File: src/rtl/dma_regif_pkg.sv
package dma_regif_pkg;
  localparam int BYTE_W = 8;
  localparam int WORD_W = 2 * BYTE_W;
  localparam int IDX_W  = 4;

  // control-space write indices
  localparam logic [IDX_W-1:0] CTL_COMMAND    = 4'd0;
  localparam logic [IDX_W-1:0] CTL_MASK_ONE   = 4'd2;
  localparam logic [IDX_W-1:0] CTL_MODE       = 4'd3;
  localparam logic [IDX_W-1:0] CTL_FF_CLEAR   = 4'd4;
  localparam logic [IDX_W-1:0] CTL_MASTER_RST = 4'd5;
  localparam logic [IDX_W-1:0] CTL_MASK_NONE  = 4'd6;
  localparam logic [IDX_W-1:0] CTL_MASK_LOAD  = 4'd7;
  // control-space read indices
  localparam logic [IDX_W-1:0] CTL_RD_STATUS  = 4'd0;
  localparam logic [IDX_W-1:0] CTL_RD_MASK    = 4'd1;

  localparam logic [BYTE_W-1:0] CMD_ALLOWED = 8'h04;
  localparam int MODE_DIR_BIT = 5;
  localparam int MASK_VAL_BIT = 2;

  function automatic logic [BYTE_W-1:0] pick_byte(input logic [WORD_W-1:0] w, input logic hi);
    return hi ? w[WORD_W-1:BYTE_W] : w[BYTE_W-1:0];
  endfunction
endpackage

File: src/rtl/dma_regif_ctrl.sv
module dma_regif_ctrl
  import dma_regif_pkg::*;
#(
  parameter int NCH = 4
) (
  input  logic                  clk,
  input  logic                  rst,
  input  logic                  wr_stb,
  input  logic                  rd_stb,
  input  logic                  ctl_sel,
  input  logic [IDX_W-1:0]      port_idx,
  input  logic [BYTE_W-1:0]     wdata,
  input  logic                  chan_acc,
  input  logic [NCH-1:0]        tc_set,
  input  logic [NCH-1:0]        req_set,
  input  logic [NCH-1:0]        req_clr,
  output logic                  ff_q,
  output logic [NCH-1:0]        mask_q,
  output logic [BYTE_W-1:0]     cmd_q,
  output logic [2*NCH-1:0]      status_q,
  output logic [NCH*BYTE_W-1:0] mode_flat
);
  localparam int CH_W = $clog2(NCH);

  logic ctl_wr, st_rd, mrst;
  logic [2*NCH-1:0] st_next;

  assign ctl_wr = wr_stb && ctl_sel;
  assign st_rd  = rd_stb && !wr_stb && ctl_sel && (port_idx == CTL_RD_STATUS);
  assign mrst   = ctl_wr && (port_idx == CTL_MASTER_RST);

  // shared byte pointer
  always_ff @(posedge clk) begin
    if (rst || mrst || (ctl_wr && port_idx == CTL_FF_CLEAR)) ff_q <= 1'b0;
    else if (chan_acc)                                      ff_q <= ~ff_q;
  end

  // command: only the allowed bit may be set
  always_ff @(posedge clk) begin
    if (rst || mrst) cmd_q <= '0;
    else if (ctl_wr && port_idx == CTL_COMMAND && (wdata & ~CMD_ALLOWED) == '0) cmd_q <= wdata;
  end

  // mask register
  always_ff @(posedge clk) begin
    if (rst || mrst) mask_q <= '1;
    else if (ctl_wr) begin
      case (port_idx)
        CTL_MASK_ONE:  mask_q[wdata[CH_W-1:0]] <= wdata[MASK_VAL_BIT];
        CTL_MASK_NONE: mask_q <= '0;
        CTL_MASK_LOAD: mask_q <= wdata[NCH-1:0];
        default:       mask_q <= mask_q;
      endcase
    end
  end

  // per-channel mode bytes
  for (genvar g = 0; g < NCH; g++) begin : g_mode
    logic [BYTE_W-1:0] mode_r;
    always_ff @(posedge clk) begin
      if (rst) mode_r <= '0;
      else if (ctl_wr && port_idx == CTL_MODE && wdata[CH_W-1:0] == CH_W'(g)) mode_r <= wdata;
    end
    assign mode_flat[g*BYTE_W +: BYTE_W] = mode_r;
  end

  // status: upper half request flags, lower half terminal-count flags
  always_comb begin
    st_next = status_q;
    if (st_rd) st_next[NCH-1:0] = '0;
    st_next[NCH-1:0]     = st_next[NCH-1:0] | tc_set;
    st_next[2*NCH-1:NCH] = (st_next[2*NCH-1:NCH] & ~req_clr) | req_set;
  end

  always_ff @(posedge clk) begin
    if (rst || mrst) status_q <= '0;
    else             status_q <= st_next;
  end

  assert_cmd_hold_R6: assert property (@(posedge clk) disable iff (rst)
    (ctl_wr && port_idx == CTL_COMMAND && (wdata & ~CMD_ALLOWED) != '0) |=> $stable(cmd_q));

  assert_master_rst_R9: assert property (@(posedge clk) disable iff (rst)
    mrst |=> ((&mask_q) && status_q == '0 && cmd_q == '0 && !ff_q));

  assert_ff_toggle_R3: assert property (@(posedge clk) disable iff (rst)
    chan_acc |=> (ff_q != $past(ff_q)));

  assert_req_keep_R10: assert property (@(posedge clk) disable iff (rst)
    (st_rd && req_set == '0 && req_clr == '0) |=> (status_q[2*NCH-1:NCH] == $past(status_q[2*NCH-1:NCH])));

  assert_tc_clear_R10: assert property (@(posedge clk) disable iff (rst)
    (st_rd && tc_set == '0) |=> (status_q[NCH-1:0] == '0));
endmodule

File: src/rtl/dma_regif_chans.sv
module dma_regif_chans
  import dma_regif_pkg::*;
#(
  parameter int NCH = 4
) (
  input  logic              clk,
  input  logic              rst,
  input  logic              wr_stb,
  input  logic              rd_stb,
  input  logic              ctl_sel,
  input  logic [IDX_W-1:0]  port_idx,
  input  logic [BYTE_W-1:0] wdata,
  input  logic              ff_q,
  input  logic [NCH-1:0]    xfer_step,
  input  logic [NCH-1:0]    dir_dec,
  output logic              chan_acc,
  output logic [BYTE_W-1:0] chan_rd
);
  localparam int CH_W = $clog2(NCH);

  logic            chan_hit;
  logic [CH_W-1:0] ch_sel;
  logic            reg_sel;
  logic [WORD_W-1:0] addr_view [NCH];
  logic [WORD_W-1:0] cnt_view  [NCH];
  logic [WORD_W-1:0] word_sel;

  assign chan_hit = !ctl_sel && ((port_idx >> (CH_W + 1)) == '0);
  assign ch_sel   = port_idx[CH_W:1];
  assign reg_sel  = port_idx[0];
  assign chan_acc = chan_hit && (wr_stb || rd_stb);

  for (genvar g = 0; g < NCH; g++) begin : g_ch
    logic [WORD_W-1:0] base_a, base_c, cur_a, xcnt;
    logic hit_w, reload;

    assign hit_w  = wr_stb && chan_hit && (ch_sel == CH_W'(g));
    assign reload = hit_w && ff_q;

    always_ff @(posedge clk) begin
      if (rst) begin
        base_a <= '0;
        base_c <= '0;
        cur_a  <= '0;
        xcnt   <= '0;
      end else begin
        if (hit_w) begin
          if (!reg_sel) begin
            if (ff_q) base_a[WORD_W-1:BYTE_W] <= wdata;
            else      base_a[BYTE_W-1:0]      <= wdata;
          end else begin
            if (ff_q) base_c[WORD_W-1:BYTE_W] <= wdata;
            else      base_c[BYTE_W-1:0]      <= wdata;
          end
        end
        if (reload) begin
          cur_a <= reg_sel ? base_a : {wdata, base_a[BYTE_W-1:0]};
          xcnt  <= '0;
        end else if (xfer_step[g]) begin
          xcnt <= xcnt + 1'b1;
        end
      end
    end

    assign addr_view[g] = dir_dec[g] ? (cur_a - xcnt) : (cur_a + xcnt);
    assign cnt_view[g]  = base_c - xcnt;

    assert_reload_R4: assert property (@(posedge clk) disable iff (rst)
      reload |=> (xcnt == '0 && cur_a == base_a));
  end

  assign word_sel = reg_sel ? cnt_view[ch_sel] : addr_view[ch_sel];
  assign chan_rd  = chan_hit ? pick_byte(word_sel, ff_q) : '0;
endmodule

File: src/rtl/dma_regif.sv
module dma_regif
  import dma_regif_pkg::*;
#(
  parameter int NCH = 4
) (
  input  logic                  clk,
  input  logic                  rst,
  input  logic                  wr_stb,
  input  logic                  rd_stb,
  input  logic                  ctl_sel,
  input  logic [IDX_W-1:0]      port_idx,
  input  logic [BYTE_W-1:0]     wdata,
  input  logic [NCH-1:0]        xfer_step,
  input  logic [NCH-1:0]        tc_set,
  input  logic [NCH-1:0]        req_set,
  input  logic [NCH-1:0]        req_clr,
  output logic [BYTE_W-1:0]     rdata,
  output logic [NCH*BYTE_W-1:0] mode_all,
  output logic [NCH-1:0]        mask_all,
  output logic [BYTE_W-1:0]     command_q
);
  logic              ff_q, chan_acc;
  logic [2*NCH-1:0]  status_q;
  logic [BYTE_W-1:0] chan_rd;
  logic [NCH-1:0]    dir_dec;

  dma_regif_ctrl #(.NCH(NCH)) i_ctrl (
    .clk(clk), .rst(rst), .wr_stb(wr_stb), .rd_stb(rd_stb), .ctl_sel(ctl_sel),
    .port_idx(port_idx), .wdata(wdata), .chan_acc(chan_acc),
    .tc_set(tc_set), .req_set(req_set), .req_clr(req_clr),
    .ff_q(ff_q), .mask_q(mask_all), .cmd_q(command_q), .status_q(status_q),
    .mode_flat(mode_all)
  );

  for (genvar g = 0; g < NCH; g++) begin : g_dir
    assign dir_dec[g] = mode_all[g*BYTE_W + MODE_DIR_BIT];
  end

  dma_regif_chans #(.NCH(NCH)) i_chans (
    .clk(clk), .rst(rst), .wr_stb(wr_stb), .rd_stb(rd_stb), .ctl_sel(ctl_sel),
    .port_idx(port_idx), .wdata(wdata), .ff_q(ff_q), .xfer_step(xfer_step),
    .dir_dec(dir_dec), .chan_acc(chan_acc), .chan_rd(chan_rd)
  );

  always_comb begin
    rdata = '0;
    if (rd_stb && !wr_stb) begin
      if (ctl_sel) begin
        if (port_idx == CTL_RD_STATUS)    rdata = BYTE_W'(status_q);
        else if (port_idx == CTL_RD_MASK) rdata = BYTE_W'(mask_all);
      end else begin
        rdata = chan_rd;
      end
    end
  end

  assert_unused_wr_R11: assert property (@(posedge clk) disable iff (rst)
    (wr_stb && ctl_sel && (port_idx == 4'd1 || port_idx[3])) |=>
      ($stable(mask_all) && $stable(command_q) && $stable(mode_all)));

  assert_rd_idle_R11: assert property (@(posedge clk) disable iff (rst)
    (!rd_stb) |-> (rdata == '0));
endmodule

File: config.mk
export PLATFORM = sky130hd
export DESIGN_NAME = dma_regif
export DESIGN_NICKNAME = d
export VERILOG_FILES = /design/src/rtl/dma_regif_pkg.sv /design/src/rtl/dma_regif_ctrl.sv /design/src/rtl/dma_regif_chans.sv /design/src/rtl/dma_regif.sv
export SDC_FILE = /design/constraint.sdc
export NUM_CORES = 1
export LEC_CHECK = 0
export ABC_AREA = 1
export BUFFER_PORTS_ARGS = -buffer_cell sky130_fd_sc_hd__buf_2
export CORE_AREA = 8 8 205 207
export CTS_CLUSTER_SIZE = 28
export DETAILED_ROUTE_END_ITERATION = 8
export DIE_AREA = 0 0 213 215
export HOLD_SLACK_MARGIN = 0.03
export PLACE_DENSITY = 0.7
export SLEW_MARGIN = 20
export SYNTH_ARGS = -nofsm -noshare
export SYNTH_HDL_FRONTEND = slang
export SYNTH_HIERARCHICAL = 1
export SYNTH_SLANG_ARGS = --single-unit
export TNS_END_PERCENT = 20
File: constraint.sdc
create_clock -name clk -period 6.02 [get_ports clk]
set_input_delay 0.602 -clock clk [delete_from_list [all_inputs] [get_ports clk]]
set_output_delay 0.602 -clock clk [all_outputs]
set_load 0.02 [all_outputs]
==> flow_metrics.py <==
metrics = {
    "status": {
        "result_of_the_run": "finished, final reports clean",
    },
    "worst_hold_path": {
        "worstHoldPathCells": 3,
        "hp-class": "input port to flip-flop",
        "timing.hold.worst.start": "req_set[0]",
        "min_to": "i_ctrl/status_q[4]$_SDFF_PP0_",
    },
    "synthesis": {
        "synth_cell_type_count": 48,
        "post-synth-top-area-fraction_pct": 29.3,
        "synth_top_flop_cell": "dfxtp_1",
        "mappedNetlistNets": 3448,
        "ys.warnings.count": 6,
        "synth_edf_count": 0,
        "synth_top_area_cell": "dfxtp_1",
        "synth-seq-area-share_pct": 29.3,
        "async_flop_share_pct": 0,
        "number_of_standard_cells_after_synthesis": 3279,
        "synth.avg_cell_area_sq_um": 6.43,
        "post_synth_instance_area_sq_um": 21100,
        "dominant_cells_by_area_after_synthesis": "dfxtp_1 29%, nand2_1 13%, a21oi_1 8.2%, ha_1 7.6%, nand3_1 7.1%",
        "synth_seq_cells": 309,
    },
    "grt": {
        "antenna_found_initial": 1,
        "overflow": 0,
        "grt_start_max_net_pins": 81,
        "first_pass_grt_wire_length_mm": 109,
        "vias_in_the_first_global_route": 20204,
        "track_usage_pct": 29.8,
    },
    "worst_setup_path": {
        "critical_path.reg2reg.endpoint": "i_chans/g_ch[3].xcnt[12]$_SDFFE_PP0P_",
        "rr_startpoint": "i_chans/g_ch[3].xcnt[0]$_SDFFE_PP0P_",
        "timing.critical_path.to_type": "output port",
        "critPathRequiredTime_ps": 5420,
        "cp-start-kind": "flip-flop",
        "worst-r2r-setup-slack_ps": 3850,
        "worst-endpoint-arrival_ps": 4510,
        "category_of_the_most_critical_setup_path": "flip-flop to output port",
        "worst_r2r_path_depth": 8,
        "cp_max_fo": 7,
    },
    "floorplan": {
        "die-width_um": 213,
        "dieHeight_um": 215,
        "floorplan.core_area_sq_um": 39000,
        "design.die.area_sq_um": 45800,
        "initial_core_utilization_pct": 54.1,
        "ios": 85,
        "fp-row-count": 73,
    },
    "detailed_routing": {
        "number_of_design_rule_violations_left_after_detail_routing": 0,
        "avgViaCountPerCell": 5.63,
        "drt_pre_antenna_iters": 6,
        "drt-initial-drc-count": 1797,
        "route.antenna.remaining_nets": 0,
        "post_drt_wl_per_cell_um": 18.0,
        "postRouteWirelength_mm": 69.5,
        "detailed_route_via_count": 21772,
    },
    "pwr": {
        "switchingPower_mw": 1.65,
        "clockPowerShare_pct": 42.2,
        "internal-power_mw": 3.73,
        "total_power_mw": 5.38,
        "ir_drop_mv": 0.258,
        "power.share.sequential_pct": 38.6,
        "comb_power_share_pct": 19.2,
        "cellPowerDensity_nw_per_um2": 234,
        "netSwitchingFraction_pct": 30.6,
        "leakage_nw": 11.4,
    },
    "placement": {
        "detailedPlacementHpwl_mm": 51.9,
        "placed_cells_incl_taps": 3802,
        "finalWeightedCongestion": 0.979,
        "port_buffers": 84,
        "pre_cts_slack_ps": 1560,
    },
    "sta": {
        "final_hold_viol_count": 0,
        "finalWorstPathRequiredPeriod_ps": 5110,
        "timing.setup.tns_ps": 0,
        "final-setup-viol-count": 0,
        "rsz0062_at_grt": "no",
        "worstMarginPinSlew_ps": 1080,
        "report.final.slew_viol_count": 0,
        "final.setup_skew_ps": 15.9,
        "max_freq_ghz": 0.196,
        "setup_ws_ps": 907,
        "period_share_pct": 84.9,
        "relSlewSlack_pct": 28.0,
    },
    "cells_and_area": {
        "filler_cell_count": 3882,
        "nNetsFinal": 3483,
        "area_delta_synth_final_pct": 9.19,
        "final_layout_size_suffix_gt1_share_pct": 7.10,
        "final_cells": 3864,
    },
    "clocking": {
        "clock_insertion_delay_worst_skew_ps": 560,
        "ctsRootBufferMaster": "clkbuf_16",
        "cts_sinks": 309,
        "cts_tree": "yes",
        "numCtsBuffers": 35,
        "cts_max_path_buffers": 3,
        "htree_num_levels": 2,
        "clkSlewWorstSetupHoldPaths_ps": 60,
        "cts_post_setup_buffers_inserted": 0,
        "cts_repair_resize_count": 0,
        "cts_hold_repair.buffers": 0,
    },
    "flow_run": {
        "cap_viol_max_count": 0,
    },
}
[cell usage after synthesis (9+ instances only)]
cell type / n
o21bai_1: 16
inv_2: 22
o21ai_0: 204
nand4_1: 50
a21oi_1: 346
xor2_1: 76
nand2_1: 745
ha_1: 128
nor3_1: 48
buf_2: 23
xnor2_1: 22
a22oi_1: 9
nand3_1: 300
nor2_2: 23
dfxtp_1: 309
o22ai_1: 13
clkinv_1: 12
nor2_1: 348
inv_1: 397
a31oi_1: 32
clkbuf_1: 62
[registers in the layout, indices dropped and copies added (netlist names), named ones only]
name                  count
i_ctrl/status_q           8
i_ctrl/cmd_q              8
i_chans/g_ch.base_a      64
i_chans/g_ch.base_c      64
i_ctrl/g_mode.mode_r     32
i_chans/g_ch.cur_a       64
i_ctrl/ff_q               1
i_chans/g_ch.xcnt        64
[how the worst max path moves through the flow]
stage	from	to	cells past startpoint	slack, ps
floorplan	i_chans/g_ch[2].xcnt[1]$_SDFFE_PP0P_	rdata[7]	27	2280
global placement	i_chans/g_ch[1].xcnt[1]$_SDFFE_PP0P_	rdata[6]	22	1570
detailed placement	i_chans/g_ch[1].xcnt[1]$_SDFFE_PP0P_	rdata[6]	22	1560
CTS	i_chans/g_ch[1].xcnt[1]$_SDFFE_PP0P_	rdata[6]	22	940
global route	i_chans/g_ch[1].xcnt[1]$_SDFFE_PP0P_	rdata[6]	22	520
finish	i_chans/g_ch[1].xcnt[1]$_SDFFE_PP0P_	rdata[6]	22	910
[cell families (layout without fill, tap and decap cells)]
kind of cell             after synthesis  count (layout)  share of synthesized area [%]
AO/OA/AOI/OAI                        641             641                           16.1
flip-flops                           309             309                           29.3
AND/OR/NAND/NOR                     1561            1561                           32.2
adder cells (fa/ha/maj)              136             136                           8.36
buffers and inverters                534             593                           9.95
XOR/XNOR                              98              98                           4.07
other                                  0               1                              0
[power by group through the flow]
stage	clock [mW]	sequential [mW]	combinational, mW
global placement	0	2.12	1.00
detailed placement	0	2.12	1.01
floorplan	0	2.12	0.704
CTS	2.31	2.08	1.01
finish	2.27	2.08	1.03
global route	2.38	2.08	1.14
[cells in the final DEF, fill, tap and decap left out, types with 7 or more instances in the layout]
master	count
a21oi_1	346
a22oi_1	9
a31oi_1	32
buf_2	84
buf_4	14
clkbuf_16	37
clkinv_1	11
clkinv_2	7
dfxtp_1	309
fa_1	8
ha_1	128
inv_1	397
inv_2	23
nand2_1	745
nand3_1	300
nand3b_1	8
nand4_1	50
nor2_1	345
nor2_2	26
nor3_1	48
o21ai_0	204
o21bai_1	16
o22ai_1	13
xnor2_1	22
xor2_1	76
[per-stage QoR]
| stage | instance area, sq um | hold slack, ps | util, % |
|---|---|---|---|
| floorplan | 21100 | 435 | - |
| global placement | 21800 | 424 | 55.9 |
| detailed placement | 21800 | 429 | 55.9 |
| CTS | 23000 | 250 | 59.0 |
| global route | 23000 | 267 | 59.0 |
| finish | 23000 | 272 | 59.0 |
[worst max-delay path: stages, from the launching register on]
cell	delay, ps
dfxtp_1	310
inv_1	240
nand3_1	220
nor4_1	380
nor2_1	120
a21oi_1	190
xor2_1	230
inv_1	70
ha_1	390
inv_1	90
nor3_1	220
and2_1	160
nand2_1	80
nand3_1	90
nand3_1	180
nand3_1	230
nand3_1	110
nand3_1	110
nand2_1	50
inv_1	50
o21ai_0	70
a21oi_1	180
buf_2	200
[layer usage]
layer  share of wire, %  vias up  track usage, %  routed length, um
met4                4.3        0            12.4               2990
met5                  0        -               0                  0
met1                 44    10070            39.1              30300
met2                 46      713            48.5              32000
li1                   -    10828               -                  -
met3                6.1      161            4.00               4270
[area by class of cell]
cell class,count,area [sq um],share of cell area [%]
clock buffer,45,1010,4.37
sequential,309,6190,26.9
multi-input combinational,2436,12800,55.6
clock inverter,16,199,0.864
timing repair buffer,98,526,2.28
antenna,1,2.50,0.0109
tap,525,657,2.85
inverter,434,1640,7.11
No activity file was read; power rests on OpenSTA's default activity.
